File: src/rtl/fpAsPkg.sv
package fpAsPkg;
  localparam logic [2:0] OP_ADD = 3'b000;
  localparam logic [2:0] OP_SUB = 3'b001;

  typedef struct packed {
    logic fire;
    logic negB;
  } fpAsStrobe_t;
endpackage

File: src/rtl/fpAsCtrl.sv
module fpAsCtrl
  import fpAsPkg::*;
(
  input  logic        inValid,
  input  logic [2:0]  opSel,
  output fpAsStrobe_t strobes
);
  always_comb begin
    strobes.fire = inValid && ((opSel == OP_ADD) || (opSel == OP_SUB));
    strobes.negB = (opSel == OP_SUB);
  end
endmodule

File: src/rtl/fpAsNorm.sv
module fpAsNorm #(
  parameter int SIG_W = 24,
  parameter int SHW   = $clog2(SIG_W + 1)
) (
  input  logic [SIG_W-1:0] inMag,
  output logic [SHW-1:0]   lzCount,
  output logic [SIG_W-1:0] normSig,
  output logic             isZero
);
  always_comb begin
    lzCount = SHW'(SIG_W);
    for (int i = 0; i < SIG_W; i++) begin
      if (inMag[i]) lzCount = SHW'(SIG_W - 1 - i);
    end
    normSig = inMag << lzCount;
    isZero  = (inMag == '0);
  end
endmodule

File: src/rtl/fpAsDatapath.sv
module fpAsDatapath #(
  parameter int EXP_W  = 8,
  parameter int FRAC_W = 23,
  localparam int SIG_W  = FRAC_W + 1,
  localparam int WORD_W = 1 + EXP_W + FRAC_W
) (
  input  logic [WORD_W-1:0] opA,
  input  logic [WORD_W-1:0] opB,
  input  logic              negB,
  output logic [WORD_W-1:0] nextResult,
  output logic              nextOvf,
  output logic              nextZero
);
  localparam int SHW = $clog2(SIG_W + 1);
  localparam logic [EXP_W-1:0] EXP_MAX = {EXP_W{1'b1}};

  logic             signA, signB, signL, signS;
  logic [EXP_W-1:0] expA, expB, expL, expS, expDiff;
  logic [SIG_W-1:0] sigA, sigB, sigL, sigS, alignedS;
  logic             swapOps, effSub, carryOut;
  logic [SIG_W:0]   rawSum;
  logic [SIG_W-1:0] subMag, normSig;
  logic [SHW-1:0]   lzCount;
  logic             magZero;
  logic [EXP_W-1:0] expInc;

  always_comb begin
    signA = opA[WORD_W-1];
    expA  = opA[WORD_W-2 -: EXP_W];
    sigA  = {(expA != '0), opA[FRAC_W-1:0]};
    signB = opB[WORD_W-1] ^ negB;
    expB  = opB[WORD_W-2 -: EXP_W];
    sigB  = {(expB != '0), opB[FRAC_W-1:0]};

    swapOps = (expB > expA);
    signL = swapOps ? signB : signA;
    expL  = swapOps ? expB  : expA;
    sigL  = swapOps ? sigB  : sigA;
    signS = swapOps ? signA : signB;
    expS  = swapOps ? expA  : expB;
    sigS  = swapOps ? sigA  : sigB;

    expDiff  = expL - expS;
    alignedS = (32'(expDiff) >= SIG_W) ? '0 : (sigS >> expDiff);

    effSub   = signL ^ signS;
    if (effSub) rawSum = {1'b0, sigL} + {1'b0, ~alignedS} + (SIG_W+1)'(1);
    else        rawSum = {1'b0, sigL} + {1'b0, alignedS};
    carryOut = rawSum[SIG_W];
    subMag   = carryOut ? rawSum[SIG_W-1:0] : (~rawSum[SIG_W-1:0] + SIG_W'(1));
  end

  fpAsNorm #(.SIG_W(SIG_W), .SHW(SHW)) uNorm (
    .inMag  (subMag),
    .lzCount(lzCount),
    .normSig(normSig),
    .isZero (magZero)
  );

  always_comb begin
    expInc     = expL + EXP_W'(1);
    nextOvf    = 1'b0;
    nextResult = '0;
    if (!effSub) begin
      if (carryOut && (expInc == EXP_MAX)) begin
        nextOvf    = 1'b1;
        nextResult = {signL, EXP_MAX, {FRAC_W{1'b0}}};
      end else if (carryOut) begin
        nextResult = {signL, expInc, rawSum[SIG_W-1:1]};
      end else begin
        nextResult = {signL, expL, rawSum[FRAC_W-1:0]};
      end
    end else if (magZero || (EXP_W'(lzCount) >= expL)) begin
      nextResult = '0;
    end else begin
      nextResult = {(carryOut ? signL : signS), expL - EXP_W'(lzCount), normSig[FRAC_W-1:0]};
    end
    nextZero = (nextResult[WORD_W-2:0] == '0);
  end

  always_comb begin
    if (effSub && !magZero) a_r7_norm_msb: assert (normSig[SIG_W-1]);
    if (effSub && (sigL == alignedS)) a_r8_cancel_pos: assert (nextResult == '0);
  end
endmodule

File: src/rtl/fpAddSub.sv
module fpAddSub #(
  parameter int EXP_W  = 8,
  parameter int FRAC_W = 23,
  localparam int WORD_W = 1 + EXP_W + FRAC_W
) (
  input  logic              clk,
  input  logic              rstN,
  input  logic              inValid,
  input  logic [2:0]        opSel,
  input  logic [WORD_W-1:0] opA,
  input  logic [WORD_W-1:0] opB,
  output logic              outValid,
  output logic [WORD_W-1:0] result,
  output logic              overflow,
  output logic              zeroOut
);
  fpAsPkg::fpAsStrobe_t strobes;
  logic [WORD_W-1:0] nextResult;
  logic              nextOvf, nextZero;

  fpAsCtrl uCtrl (
    .inValid(inValid),
    .opSel  (opSel),
    .strobes(strobes)
  );

  fpAsDatapath #(.EXP_W(EXP_W), .FRAC_W(FRAC_W)) uDp (
    .opA       (opA),
    .opB       (opB),
    .negB      (strobes.negB),
    .nextResult(nextResult),
    .nextOvf   (nextOvf),
    .nextZero  (nextZero)
  );

  always_ff @(posedge clk) begin
    if (!rstN) begin
      outValid <= 1'b0;
      result   <= '0;
      overflow <= 1'b0;
      zeroOut  <= 1'b0;
    end else begin
      outValid <= strobes.fire;
      if (strobes.fire) begin
        result   <= nextResult;
        overflow <= nextOvf;
        zeroOut  <= nextZero;
      end
    end
  end

  a_r6_ovf_inf: assert property (@(posedge clk) disable iff (!rstN)
    overflow |-> (result[WORD_W-2 -: EXP_W] == {EXP_W{1'b1}}) && (result[FRAC_W-1:0] == '0));
  a_r3_idle_hold: assert property (@(posedge clk) disable iff (!rstN)
    !outValid |-> $stable(result) && $stable(overflow));
  a_r3_no_spurious: assert property (@(posedge clk) disable iff (!rstN)
    !$past(inValid) |-> !outValid);
  a_r10_zero_flag: assert property (@(posedge clk) disable iff (!rstN)
    zeroOut |-> (result[WORD_W-2:0] == '0));
endmodule

File: config.mk
export PLATFORM = sky130hd
export DESIGN_NAME = fpAddSub
export DESIGN_NICKNAME = d
export VERILOG_FILES = /design/src/rtl/fpAsPkg.sv /design/src/rtl/fpAsCtrl.sv /design/src/rtl/fpAsNorm.sv /design/src/rtl/fpAsDatapath.sv /design/src/rtl/fpAddSub.sv
export SDC_FILE = /design/constraint.sdc
export NUM_CORES = 1
export LEC_CHECK = 0
export CAP_MARGIN = 20
export CORE_ASPECT_RATIO = 0.6
export CORE_MARGIN = 4
export CORE_UTILIZATION = 60
export DETAILED_ROUTE_END_ITERATION = 8
export GPL_TIMING_DRIVEN = 0
export PLACE_DENSITY = 0.84
export SLEW_MARGIN = 15
export SYNTH_ARGS = -nofsm -noshare
export SYNTH_HDL_FRONTEND = slang
export SYNTH_SLANG_ARGS = --single-unit
File: constraint.sdc
create_clock -name clk -period 14.76 [get_ports clk]
set_input_delay 2.952 -clock clk [delete_from_list [all_inputs] [get_ports clk]]
set_output_delay 2.952 -clock clk [all_outputs]
set_load 0.1 [all_outputs]
==> impl_metrics.env, run 1 <==
export IMPL_status="completed"
export IMPL_core_mm2=0.0165
export IMPL_dp_cells=1801
export IMPL_r2r_start="result[18]"
export IMPL_routedWlPerCell_um=24.3
export IMPL_drive_above_1_share_pct=16.8
export IMPL_die_width_um=177
export IMPL_worstRegToRegCells=2
export IMPL_clockPowerShare_pct=7.1
export IMPL_cts_buffers_inserted=5
export IMPL_worstMarginPinSlew_ns=1.04
export IMPL_seq_power_share_pct=6.8
export IMPL_grt_max_degree=12
export IMPL_power_static_leakage_nw=4.92
export IMPL_wl_um=44400
export IMPL_cp_end_kind="flip-flop"
export IMPL_finalNetCount=1734
export IMPL_maxSlewViolCount=0
export IMPL_avgSynthCellArea_um2=6.98
export IMPL_dr_first_iter_drc_count=2497
export IMPL_hold_ws_ns=0.453
export IMPL_syn_area_mm2=0.0102
export IMPL_clockBufferDepth=2
export IMPL_critPathKind="input pin to flip-flop"
export IMPL_report_final_hold_viol_count=0
export IMPL_setup_worst_path_start_class="input pin"
export IMPL_relSlewSlack_pct=30.8
export IMPL_htreeDepth=2
export IMPL_cts_root_buffer="clkbuf_16"
export IMPL_cts_tree="done"
export IMPL_r2r_end="result[18]"
export IMPL_start_util_pct=62.2
export IMPL_rrSetupSlack_ns=13.99
export IMPL_worstPathMaxFanout=10
export IMPL_synth_seq_cells=35
export IMPL_setup_viol=0
export IMPL_layout_commonest_cell="nor2_1"
export IMPL_swShare_pct=59.5
export IMPL_synth_yosys_seq_area_share_pct=6.84
export IMPL_ioPinCount=105
export IMPL_place_gp_congestion=1.05
export IMPL_clock_latency_ns=0.29
export IMPL_io_buffers=104
export IMPL_yosysWarnings=0
export IMPL_grt_pass1_vias=11500
export IMPL_intPower_mw=0.611
export IMPL_final_cell_mix="139 x nor2_1, 122 x nand2_1, 104 x clkdlybuf4s50_1, 98 x mux2i_1, 93 x a21oi_1"
export IMPL_cap_violations=0
export IMPL_fp_dieH_um=109
export IMPL_synth_distinct_cells=103
export IMPL_fin_cells=1824
export IMPL_place_ws_ns=-2.52
export IMPL_ys_top_cells_by_area="mux2i_1 9.6%, ha_1 7.9%, dfxtp_1 6.8%, nor2_1 5.3%, a21oi_1 5.1%"
export IMPL_synth_cells=1469
export IMPL_hold_start="result[6]"
export IMPL_layout_setup_ws_ns=0.149
export IMPL_post_route_drc_count=0
export IMPL_synth_ff_type="dfxtp_1"
export IMPL_min_to="result[6]"
export IMPL_gr_total_overflow=0
export IMPL_powerDensity_mw_per_mm2=120
export IMPL_skew_ns=0
export IMPL_period_share_pct=99.0
export IMPL_cpMaxStageDelayCell="or4b_1"
export IMPL_syn_to_final_growth_pct=23.4
export IMPL_post_synth_top_area_fraction_pct=9.57
export IMPL_post_route_min_period_ns=14.61
export IMPL_max_freq_ghz=0.0684
export IMPL_p_switching_mw=0.900
export IMPL_n_antenna_cell=0
export IMPL_report_power_total_mw=1.51
export IMPL_cts_sinks=35
export IMPL_clk_pin_slew_worst_paths_ns=0.06
export IMPL_required_ns=14.99
export IMPL_dieArea_mm2=0.0193
export IMPL_via_per_inst=7.35
export IMPL_p_comb_share_pct=86.0
export IMPL_worstHoldPathType="flip-flop to flip-flop"
export IMPL_critPathMaxStageDelay_ns=0.56
export IMPL_async_flop_share_pct=0
export IMPL_antenna_found_initial=1
export IMPL_path_common_cell="o21a_1"
export IMPL_grt_usage_pct=42.0
export IMPL_arrival_ns=14.84
export IMPL_synth_area_leader_cell="mux2i_1"
export IMPL_first_pass_iters=7
export IMPL_synth_edf_count=0
export IMPL_grt_pass1_wl_um=64200
export IMPL_synth_nets=1607
export IMPL_ir_drop_uv=157
export IMPL_vias=13400
export IMPL_fp_row_count=36
export IMPL_min_path_cells=2
export IMPL_ant_nets=0
export IMPL_hpwl_um=34600
## timing repair
item	CTS	global route
setup endpoints to repair	33	32
buffers inserted	2	22
pin swaps	4	22
hold buffers	0	0
resized for setup	64	121
## critical path: cells and delay by family
| family | cells | cell delay [ns] |
|---|---|---|
| muxes | 1 | 0.36 |
| and+or+nand+nor | 18 | 3.79 |
| buffers and inverters | 8 | 1.82 |
| AOI/OAI and AO/OA | 23 | 4.54 |
| adders and majority gates | 4 | 1.00 |
| xor gates and xnor gates | 2 | 0.31 |
## worst max path at each step
stage                        from       to  slack, ns  cells past startpoint
after global placement    opB[23]  zeroOut      -2.32                     52
after global routing      opA[24]  zeroOut      -0.22                     59
after detailed placement  opB[23]  zeroOut      -2.52                     52
after CTS                 opA[29]  zeroOut      0.009                     54
final                     opA[24]  zeroOut       0.15                     56
after floorplan           opA[24]  zeroOut       1.41                     55
## power by group through the flow
stage	Clock, mW	Combinational (mW)	Sequential (mW)
after floorplan	0	0.756	0.147
after global placement	0	1.08	0.105
after detailed placement	0	1.10	0.105
after CTS	0.108	1.14	0.103
after global routing	0.112	1.34	0.104
final	0.108	1.30	0.103
## final cells by class
class	count	area, um2
multi-input cells	1280	9620
fillers	1279	3840
repair buffers	128	1220
flip-flops and latches	35	701
plain buffers	84	440
well taps	228	285
inverters	62	238
clock buffers	6	139
clock inverters	1	5.00
## synthesized netlist by cell type (all sizes together), types with 6 or more instances
| cell | instances |
|---|---|
| mux2i | 99 |
| o211ai | 18 |
| buf | 37 |
| nand4 | 22 |
| a211oi | 33 |
| o22ai | 15 |
| nand3 | 56 |
| a2111oi | 6 |
| a31oi | 27 |
| clkbuf | 55 |
| a22oi | 9 |
| inv | 61 |
| nand2 | 124 |
| o21bai | 10 |
| dfxtp | 35 |
| and3 | 15 |
| ha | 65 |
| a21o | 16 |
| nor3b | 6 |
| nor4 | 21 |
| and2 | 20 |
| xnor2 | 48 |
| o31ai | 12 |
| nor2 | 146 |
| xor2 | 15 |
| o21a | 27 |
| a21oi | 106 |
| nand2b | 21 |
| or3 | 14 |
| o31a | 8 |
| o2111ai | 10 |
| mux2 | 41 |
| o221ai | 8 |
| a311oi | 6 |
| nor3 | 35 |
| nor2b | 15 |
| or2 | 18 |
| o21ai | 94 |
## sequential cells by signal, summed over array words and instances, names as in the netlist
signal / flops
overflow: 1
outValid: 1
zeroOut: 1
result: 32
## metal layers
layer | up-vias | wire length, um | global-route usage (%)
met3 | 148 | 8680 | 20.5
met1 | 6237 | 18400 | 62.9
met4 | 2 | 823 | 4.30
li1 | 5772 | - | -
met2 | 1255 | 16400 | 54.4
met5 | - | 74 | 3.91
## stage by stage
step / util [%] / TNS [ns] / cell area [um2]
2_1_floorplan: - / 0 / 10200
6_report: 76.7 / 0 / 12600
5_1_grt: 76.7 / -0.218 / 12600
3_3_place_gp: 70.2 / -50.21 / 11600
3_5_place_dp: 70.2 / -57.91 / 11600
4_1_cts: 72.7 / 0 / 12000
## cell families after synthesis
group	after synthesis	synth area share, %
adder cells (fa/ha/maj)	68	8.52
AND/OR/NAND/NOR	531	26.2
AO/OA/AOI/OAI	474	31.4
multiplexers	142	14.7
buffers and inverters	154	6.27
flip-flops	35	6.84
XOR/XNOR	65	6.07
No activity file was read; power rests on OpenSTA's default activity.
==> run 2, diff against run 1 <==
--- a/config.mk
+++ b/config.mk
@@ -9,6 +9,7 @@
 export CORE_ASPECT_RATIO = 0.6
 export CORE_MARGIN = 4
 export CORE_UTILIZATION = 60
+export CTS_CLUSTER_SIZE = 24
 export DETAILED_ROUTE_END_ITERATION = 8
 export GPL_TIMING_DRIVEN = 0
 export PLACE_DENSITY = 0.84
==> results of run 2 <==
Same layout as run 1: the final DEF is identical, and so are final timing and power.
